--- config.mk ---
export PLATFORM = sky130hd
export DESIGN_NAME = stb_srq_core
export DESIGN_NICKNAME = d
export VERILOG_FILES = /design/src/rtl/stb_pkg.sv /design/src/rtl/stb_enable_reg.sv /design/src/rtl/stb_summary.sv /design/src/rtl/stb_request_fsm.sv /design/src/rtl/stb_read_port.sv /design/src/rtl/stb_srq_core.sv
export SDC_FILE = /design/constraint.sdc
export NUM_CORES = 1
export LEC_CHECK = 0
export BUFFER_PORTS_ARGS = -buffer_cell sky130_fd_sc_hd__clkbuf_2
export CAP_MARGIN = 20
export CORE_AREA = 4 4 68 70
export DETAILED_ROUTE_END_ITERATION = 16
export DIE_AREA = 0 0 72 74
export GPL_TIMING_DRIVEN = 0
export PLACE_DENSITY = 0.38
export SLEW_MARGIN = 20
export SYNTH_ARGS = -nofsm -noshare
export SYNTH_HDL_FRONTEND = slang
export SYNTH_HIERARCHICAL = 1
export SYNTH_SLANG_ARGS = --single-unit
--- constraint.sdc ---
create_clock -name clk -period 1.65 [get_ports clk]
set_input_delay 0.2475 -clock clk [delete_from_list [all_inputs] [get_ports clk]]
set_output_delay 0.2475 -clock clk [all_outputs]
set_load 0.01 [all_outputs]
--- src/rtl/stb_pkg.sv ---
package stb_pkg;

    localparam int STB_W   = 8;
    localparam int RQS_POS = 6;

    localparam int POS_OPER = 7;
    localparam int POS_EVT  = 5;
    localparam int POS_MAV  = 4;
    localparam int POS_QUES = 3;
    localparam int POS_ERR  = 2;
    localparam int POS_LIST = 1;
    localparam int POS_BUSY = 0;

    typedef enum logic [1:0] {
        ACC_EN_WR  = 2'b00,
        ACC_EN_RD  = 2'b01,
        ACC_STB_RD = 2'b10,
        ACC_POLL   = 2'b11
    } acc_kind_e;

    typedef enum logic {
        RQ_IDLE    = 1'b0,
        RQ_PENDING = 1'b1
    } rq_state_e;

endpackage

--- src/rtl/stb_enable_reg.sv ---
module stb_enable_reg #(
    parameter int W       = 8,
    parameter int HOLE    = 6
) (
    input  logic         clk,
    input  logic         rst_n,
    input  logic         wr_en,
    input  logic [W-1:0] wr_data,
    output logic [W-1:0] en_q
);
    localparam logic [W-1:0] HOLE_MASK = W'(1) << HOLE;

    always_ff @(posedge clk or negedge rst_n) begin
        if (!rst_n) begin
            en_q <= '0;
        end else if (wr_en) begin
            en_q <= wr_data & ~HOLE_MASK;
        end
    end
endmodule

--- src/rtl/stb_summary.sv ---
module stb_summary #(
    parameter int W    = 8,
    parameter int HOLE = 6
) (
    input  logic [W-1:0] stat,
    input  logic [W-1:0] en,
    output logic         mss
);
    logic [W-1:0] term;

    generate
        for (genvar i = 0; i < W; i++) begin : g_term
            if (i == HOLE) begin : g_hole
                assign term[i] = 1'b0;
            end else begin : g_bit
                assign term[i] = stat[i] & en[i];
            end
        end
    endgenerate

    assign mss = |term;
endmodule

--- src/rtl/stb_request_fsm.sv ---
module stb_request_fsm
    import stb_pkg::*;
(
    input  logic clk,
    input  logic rst_n,
    input  logic mss,
    input  logic poll,
    output logic rqs
);
    rq_state_e state_q, state_d;
    logic      mss_q;
    logic      rise;

    assign rise = mss & ~mss_q;

    always_ff @(posedge clk or negedge rst_n) begin
        if (!rst_n) begin
            state_q <= RQ_IDLE;
            mss_q   <= 1'b0;
        end else begin
            state_q <= state_d;
            mss_q   <= mss;
        end
    end

    always_comb begin
        state_d = state_q;
        unique case (state_q)
            RQ_IDLE: begin
                if (rise) state_d = RQ_PENDING;
            end
            RQ_PENDING: begin
                if (poll && !rise) state_d = RQ_IDLE;
            end
            default: state_d = RQ_IDLE;
        endcase
    end

    always_comb begin
        unique case (state_q)
            RQ_PENDING: rqs = 1'b1;
            default:    rqs = 1'b0;
        endcase
    end
endmodule

--- src/rtl/stb_read_port.sv ---
module stb_read_port
    import stb_pkg::*;
#(
    parameter int W    = 8,
    parameter int HOLE = 6
) (
    input  logic         clk,
    input  logic         rst_n,
    input  logic         acc_valid,
    input  acc_kind_e    kind,
    input  logic [W-1:0] en,
    input  logic [W-1:0] stat,
    input  logic         mss,
    input  logic         rqs,
    output logic [W-1:0] rd_data,
    output logic         rd_valid
);
    localparam logic [W-1:0] HOLE_MASK = W'(1) << HOLE;

    logic [W-1:0] data_d;
    logic         valid_d;

    always_comb begin
        data_d  = rd_data;
        valid_d = 1'b0;
        if (acc_valid) begin
            unique case (kind)
                ACC_EN_WR: begin
                    valid_d = 1'b0;
                end
                ACC_EN_RD: begin
                    data_d  = en & ~HOLE_MASK;
                    valid_d = 1'b1;
                end
                ACC_STB_RD: begin
                    data_d  = (stat & ~HOLE_MASK) | (mss ? HOLE_MASK : '0);
                    valid_d = 1'b1;
                end
                ACC_POLL: begin
                    data_d  = (stat & ~HOLE_MASK) | (rqs ? HOLE_MASK : '0);
                    valid_d = 1'b1;
                end
                default: valid_d = 1'b0;
            endcase
        end
    end

    always_ff @(posedge clk or negedge rst_n) begin
        if (!rst_n) begin
            rd_data  <= '0;
            rd_valid <= 1'b0;
        end else begin
            rd_data  <= data_d;
            rd_valid <= valid_d;
        end
    end
endmodule

--- src/rtl/stb_srq_core.sv ---
module stb_srq_core
    import stb_pkg::*;
(
    input  logic             clk,
    input  logic             rst_n,
    input  logic             oper_sum,
    input  logic             evt_sum,
    input  logic             msg_avail,
    input  logic             ques_sum,
    input  logic             err_pending,
    input  logic             list_run,
    input  logic             busy,
    input  logic             acc_valid,
    input  logic [1:0]       acc_kind,
    input  logic [STB_W-1:0] acc_wdata,
    output logic [STB_W-1:0] rd_data,
    output logic             rd_valid,
    output logic             srq
);
    acc_kind_e        kind;
    logic [STB_W-1:0] stat_w;
    logic [STB_W-1:0] en_w;
    logic             mss_w;
    logic             rqs_w;
    logic             wr_w;
    logic             poll_w;

    assign kind   = acc_kind_e'(acc_kind);
    assign wr_w   = acc_valid && (kind == ACC_EN_WR);
    assign poll_w = acc_valid && (kind == ACC_POLL);

    always_comb begin
        stat_w           = '0;
        stat_w[POS_OPER] = oper_sum;
        stat_w[POS_EVT]  = evt_sum;
        stat_w[POS_MAV]  = msg_avail;
        stat_w[POS_QUES] = ques_sum;
        stat_w[POS_ERR]  = err_pending;
        stat_w[POS_LIST] = list_run;
        stat_w[POS_BUSY] = busy;
    end

    stb_enable_reg #(.W(STB_W), .HOLE(RQS_POS)) u_en (
        .clk     (clk),
        .rst_n   (rst_n),
        .wr_en   (wr_w),
        .wr_data (acc_wdata),
        .en_q    (en_w)
    );

    stb_summary #(.W(STB_W), .HOLE(RQS_POS)) u_sum (
        .stat (stat_w),
        .en   (en_w),
        .mss  (mss_w)
    );

    stb_request_fsm u_rq (
        .clk   (clk),
        .rst_n (rst_n),
        .mss   (mss_w),
        .poll  (poll_w),
        .rqs   (rqs_w)
    );

    stb_read_port #(.W(STB_W), .HOLE(RQS_POS)) u_rd (
        .clk       (clk),
        .rst_n     (rst_n),
        .acc_valid (acc_valid),
        .kind      (kind),
        .en        (en_w),
        .stat      (stat_w),
        .mss       (mss_w),
        .rqs       (rqs_w),
        .rd_data   (rd_data),
        .rd_valid  (rd_valid)
    );

    assign srq = rqs_w;
endmodule

==> flow_metrics.env, run 1 <==
export IMPL_utilization=0.286
export IMPL_grt_overflow=0
export IMPL_syn_num_nets=92
export IMPL_grt_pass1_vias=668
export IMPL_cts_resized=0
export IMPL_grt_max_degree=19
export IMPL_avgRoutedWirePerCell_um=13.4
export IMPL_drv_cap=0
export IMPL_cp_startpoint="u_en/en_q[0]$_DFFE_PN0P_"
export IMPL_fin_cells=155
export IMPL_setup_violations=0
export IMPL_antenna_cells=0
export IMPL_start_util=0.219
export IMPL_tightestPinTransition_ps=464
export IMPL_finalClockSkew_ps=1.45
export IMPL_core_um2=3970
export IMPL_syn_to_final_growth_pct=30.8
export IMPL_nets=126
export IMPL_clk_pin_slew_ps=70
export IMPL_ios=30
export IMPL_drt_iter0_drc=33
export IMPL_cp_arrival_ps=1520
export IMPL_fmax_mhz=715
export IMPL_htree_levels=1
export IMPL_cts_tree="done"
export IMPL_synthCells=72
export IMPL_grt_use_total=0.0838
export IMPL_root_buffer="clkbuf_8"
export IMPL_ir_drop_v=0.000511
export IMPL_setup_tns_ps=0
export IMPL_clock_latency_ps=250
export IMPL_drive_above_1_share=0.438
export IMPL_placed_cells=150
export IMPL_min_path_type="primary input to flip-flop"
export IMPL_cts_buffer_depth=2
export IMPL_portBuffers=28
export IMPL_timing_final_crit_share=0.848
export IMPL_seqCellArea_um2=450
export IMPL_hold_violations=0
export IMPL_hpwl_um=1630
export IMPL_drc=0
export IMPL_critPathRequiredTime_ps=1770
export IMPL_grt_pass1_wl_um=3350
export IMPL_wl_um=2070
export IMPL_antenna_found_initial=0
export IMPL_ys_warn_count=6
export IMPL_numCtsBuffers=3
export IMPL_drv_slew=0
export IMPL_r2r_start="u_en/en_q[0]$_DFFE_PN0P_"
export IMPL_hold_start="acc_wdata[0]"
export IMPL_fp_dieH_um=74
export IMPL_crit_path_end_kind="flip-flop"
export IMPL_die_w_um=72
export IMPL_path_max_fanout=3
export IMPL_power_density_nw_per_um2=1080
export IMPL_fill_cells=431
export IMPL_antenna_left=0
export IMPL_rsz0062_at_grt="no"
export IMPL_finalInstanceArea_um2=1140
export IMPL_status="finished, final reports clean"
export IMPL_fin_crit_ps=1400
export IMPL_multi_input_area_um2=380
export IMPL_reg2reg_depth=4
export IMPL_dpl_instance_area_um2=1070
export IMPL_design_die_area_um2=5330
export IMPL_avgSynthCellArea_um2=12.1
export IMPL_cp_start_kind="flip-flop"
export IMPL_relSlewSlack=0.690
export IMPL_syn_area_um2=870
export IMPL_routabilityCongestion=0.755
export IMPL_critical_path_class="flip-flop to flip-flop"
export IMPL_p_leak_uw=0.000567
export IMPL_firstDrtPassIters=4
export IMPL_floorplan_rows=23
export IMPL_holdPathStages=2
export IMPL_num_vias=661
export IMPL_cts_sinks=18
export IMPL_via_per_inst=4.26
-- per-stage QoR --
stage / total power [µW] / setup WS (ps) / hold slack, ps
after global routing: 1310 / 148 / 212
after global placement: 875 / 234 / 225
after CTS: 1250 / 202 / 217
after floorplan: 756 / 494 / -48.1
final: 1220 / 251 / 224
after detailed placement: 883 / 224 / 228
-- critical path, cell delays in order (launching register included) --
cell      delay (ps)
dfrtp_1          400
a222oi_1         370
nand3_1          210
mux2i_1          210
o22ai_2           80
-- sequential cells by signal, indices dropped and copies added (netlist names) --
register,cells
u_en/en_q,7
u_rd/rd_data,8
u_rd/rd_valid,1
u_rq/mss_q,1
u_rq/state_q,1
-- layout by cell type (no fill, tap or decap), drive strengths merged --
cell,instances
buf,3
nor2b,1
nor2,7
nor3b,1
mux2i,1
clkbuf,32
a222oi,1
and2,1
dlygate4sd3,1
inv,3
nand3,1
o22ai,9
nand2,1
nor3,7
a22oi,2
dfrtp,18
and3,1
mux2,7
and3b,7
or2,1
-- what timing repair did --
item,4_1_cts,5_1_grt
hold endpoints to repair,18,0
hold buffers,1,0
setup buffers,0,0
-- power by group --
part           switching (µW)  internal [µW]
sequential               60.8            523
clock                     146            212
combinational             128            155
-- path summary, 6_finish.rpt --
check,end,slack (ps)
max reg2reg,u_rd/rd_data[6]$_DFFE_PN0P_,250
min reg2reg,u_rq/state_q$_DFF_PN0_,440
min,u_en/en_q[0]$_DFFE_PN0P_,220
max in group asynchronous,u_rd/rd_data[4]$_DFFE_PN0P_,860
min in group asynchronous,u_rd/rd_valid$_DFF_PN0_,470
max,u_rd/rd_data[6]$_DFFE_PN0P_,250
-- area by class of cell --
| type | instances | share of cell area |
|---|---|---|
| flip-flops and latches | 18 | 0.396 |
| multi-input cells | 48 | 0.334 |
| repair buffers | 29 | 0.132 |
| well taps | 50 | 0.0550 |
| clock buffers | 4 | 0.0484 |
| plain buffers | 3 | 0.0242 |
| inverters | 3 | 0.00990 |
-- layer usage --
layer / part of all wire / track usage / vias to the layer above
li1: - / - / 329
met1: 0.45 / 0.106 / 312
met2: 0.48 / 0.134 / 18
met3: 0.051 / 0.0311 / 2
met4: 0.015 / 0.0251 / 0
met5: 0 / 0 / -
Note: power is estimated with default switching activity, not from simulation.
==> run 2, diff against run 1 <==
ABC_AREA = 1   (was not set)
CORE_AREA = 4 4 70 72   (was 4 4 68 70)
DIE_AREA = 0 0 74 76   (was 0 0 72 74)
clock period = 1.3 ns   (was 1.65 ns; I/O delays follow)
==> run 2 against run 1 <==
Compared with the run above:
- count of clock-buffer cells in the layout stayed put
- non-clock buffer count unchanged
- setup slack got worse by 1.4 ps
- synthesized cell count up 67%
- cell count is 32% higher
- sequential cell count did not move
- wire length fell by 0.19%
- clock power up 25%
- sequential share of layout area down 2.6 points
- die area grew 5.6%
- total power is 22% higher
- critical path type unchanged
==> flow_metrics.env, run 2 <==
export IMPL_die_w_um=74
export IMPL_clock_latency_ps=250
export IMPL_status="finished, final reports clean"
export IMPL_htree_levels=1
export IMPL_synthCells=120
export IMPL_sw_frac_of_total=0.289
export IMPL_cp_start_kind="flip-flop"
export IMPL_root_buffer="clkbuf_8"
export IMPL_clk_pin_slew_ps=70
export IMPL_top_register="u_rd/rd_data"
export IMPL_ios=30
export IMPL_seqCellArea_um2=450
export IMPL_final_cell_mix="nand2_1 (66), clkbuf_2 (28), dfrtp_1 (18)"
export IMPL_core_um2=4290
export IMPL_grt_pass1_wl_um=3430
export IMPL_antenna_cells=0
export IMPL_power_switching_uw=434
export IMPL_placed_cells=200
export IMPL_finalClockSkew_ps=1.24
export IMPL_drv_slew=0
export IMPL_antenna_found_initial=0
export IMPL_hpwl_um=1700
export IMPL_setup_ws_ps=250
export IMPL_r2r_start="u_en/en_q[0]$_DFFE_PN0P_"
export IMPL_multi_input_area_um2=400
export IMPL_cp_arrival_ps=1200
export IMPL_ir_drop_v=0.000329
export IMPL_final_common_cell="nand2_1"
export IMPL_combPwrFrac=0.230
export IMPL_critical_path_class="flip-flop to flip-flop"
export IMPL_drc=0
export IMPL_setup_violations=0
export IMPL_fmax_mhz=952
export IMPL_largest_register_ff_count=8
export IMPL_drt_iter0_drc=45
export IMPL_ff2ff_setup_slack_ps=250
export IMPL_antenna_left=0
export IMPL_p_leak_uw=0.000692
export IMPL_grt_max_degree=19
export IMPL_avgSynthCellArea_um2=7.88
export IMPL_numCtsBuffers=3
export IMPL_reg2reg_depth=8
export IMPL_critPathRequiredTime_ps=1450
export IMPL_p_int_uw=1060
export IMPL_firstDrtPassIters=5
export IMPL_crit_slowest_cell="dfrtp_1"
export IMPL_fp_dieH_um=76
export IMPL_fin_crit_ps=1050
export IMPL_design_die_area_um2=5620
export IMPL_crit_path_end_kind="flip-flop"
export IMPL_nets=174
export IMPL_drv_cap=0
export IMPL_p_seq_frac=0.473
export IMPL_num_vias=770
export IMPL_power_density_nw_per_um2=1230
export IMPL_setup_tns_ps=0
export IMPL_cts_buffer_depth=2
export IMPL_top_regs="u_rd/rd_data (8), u_en/en_q (7)"
export IMPL_drive_above_1_share=0.320
export IMPL_pwr_share_clk=0.298
export IMPL_min_path_type="primary input to flip-flop"
export IMPL_cts_resized=0
export IMPL_ys_warn_count=6
export IMPL_slowest_delay_ps=400
export IMPL_rsz0062_at_grt="no"
export IMPL_holdPathEnd="u_en/en_q[7]$_DFFE_PN0P_"
export IMPL_relSlewSlack=0.698
export IMPL_fin_cells=205
export IMPL_floorplan_rows=24
export IMPL_hold_violations=0
export IMPL_total_power_uw=1500
export IMPL_fill_cells=473
export IMPL_dp_slack_ps=238
export IMPL_portBuffers=28
export IMPL_syn_to_final_growth_pct=28.6
export IMPL_syn_area_um2=946
export IMPL_r2r_end="u_rd/rd_data[6]$_DFFE_PN0P_"
export IMPL_cts_tree="done"
export IMPL_path_max_fanout=3
export IMPL_wl_um=2070
export IMPL_start_util=0.220
export IMPL_routabilityCongestion=0.694
export IMPL_hold_start="acc_wdata[7]"
export IMPL_holdPathStages=3
export IMPL_timing_final_crit_share=0.808
export IMPL_critical_path_top_cell_by_count="nand2_1"
export IMPL_avgRoutedWirePerCell_um=10.1
export IMPL_cts_sinks=18
export IMPL_cp_cell_sequence="nand2_1, nand2_1, nor2_1, nand2_1, nand3_1, nand2_1, nand2_1, nand2_1"
export IMPL_grt_overflow=0
export IMPL_grt_use_total=0.0785
export IMPL_via_per_inst=3.76
export IMPL_syn_num_nets=140
export IMPL_fin_hold_ws_ps=143
export IMPL_tightestPinTransition_ps=452
export IMPL_grt_pass1_vias=772
[run 2: worst max-delay path by stage]
stage          slack (ps)                           to                      from  cells after the start
6_report              250  u_rd/rd_data[6]$_DFFE_PN0P_  u_en/en_q[0]$_DFFE_PN0P_                      8
3_5_place_dp          240  u_rd/rd_data[6]$_DFFE_PN0P_  u_en/en_q[7]$_DFFE_PN0P_                      8
5_1_grt               120  u_rd/rd_data[6]$_DFFE_PN0P_  u_en/en_q[0]$_DFFE_PN0P_                      8
2_1_floorplan         360  u_rd/rd_data[6]$_DFFE_PN0P_  u_en/en_q[0]$_DFFE_PN0P_                      8
3_3_place_gp          240     u_en/en_q[2]$_DFFE_PN0P_               acc_kind[0]                      8
4_1_cts               230  u_rd/rd_data[6]$_DFFE_PN0P_  u_en/en_q[7]$_DFFE_PN0P_                      8
[run 2: what timing repair did]
action                    in CTS  in global routing
buffers inserted               0                  0
hold buffers                   1                  0
hold endpoints to repair      18                  0
[run 2: area by class of cell]
class                           count  share of cell area
Buffer                              3              0.0350
Multi-Input combinational cell     85               0.329
Tap cell                           52              0.0535
Clock buffer                        4              0.0453
Sequential cell                    18               0.370
Inverter                           14              0.0432
Timing Repair Buffer               29               0.123
[run 2: power groups by stage]
stage | registers [µW] | clock network, µW | logic (µW)
floorplan | 733 | 0 | 191
global placement | 715 | 0 | 344
detailed placement | 721 | 0 | 350
CTS | 710 | 475 | 354
global route | 723 | 495 | 394
finish | 708 | 447 | 344
[run 2: through the flow]
stage                     utilization  instance area [µm²]
after floorplan                     -                  946
after global placement          0.268                 1150
after detailed placement        0.268                 1150
after CTS                       0.283                 1220
after global routing            0.283                 1220
final                           0.283                 1220
[run 2: critical path, delay by kind of cell, from the launching register on]
family | cells | cell delay [ps]
and+or+nand+nor | 8 | 550
DFF | 1 | 400
[run 2: layer usage]
| metal | vias to the layer above | GRT usage | wire length [µm] |
|---|---|---|---|
| met5 | - | 0 | 0 |
| met4 | 0 | 0.0435 | 34 |
| met3 | 2 | 0.0198 | 122 |
| met2 | 18 | 0.120 | 956 |
| met1 | 325 | 0.0991 | 955 |
| li1 | 425 | - | - |
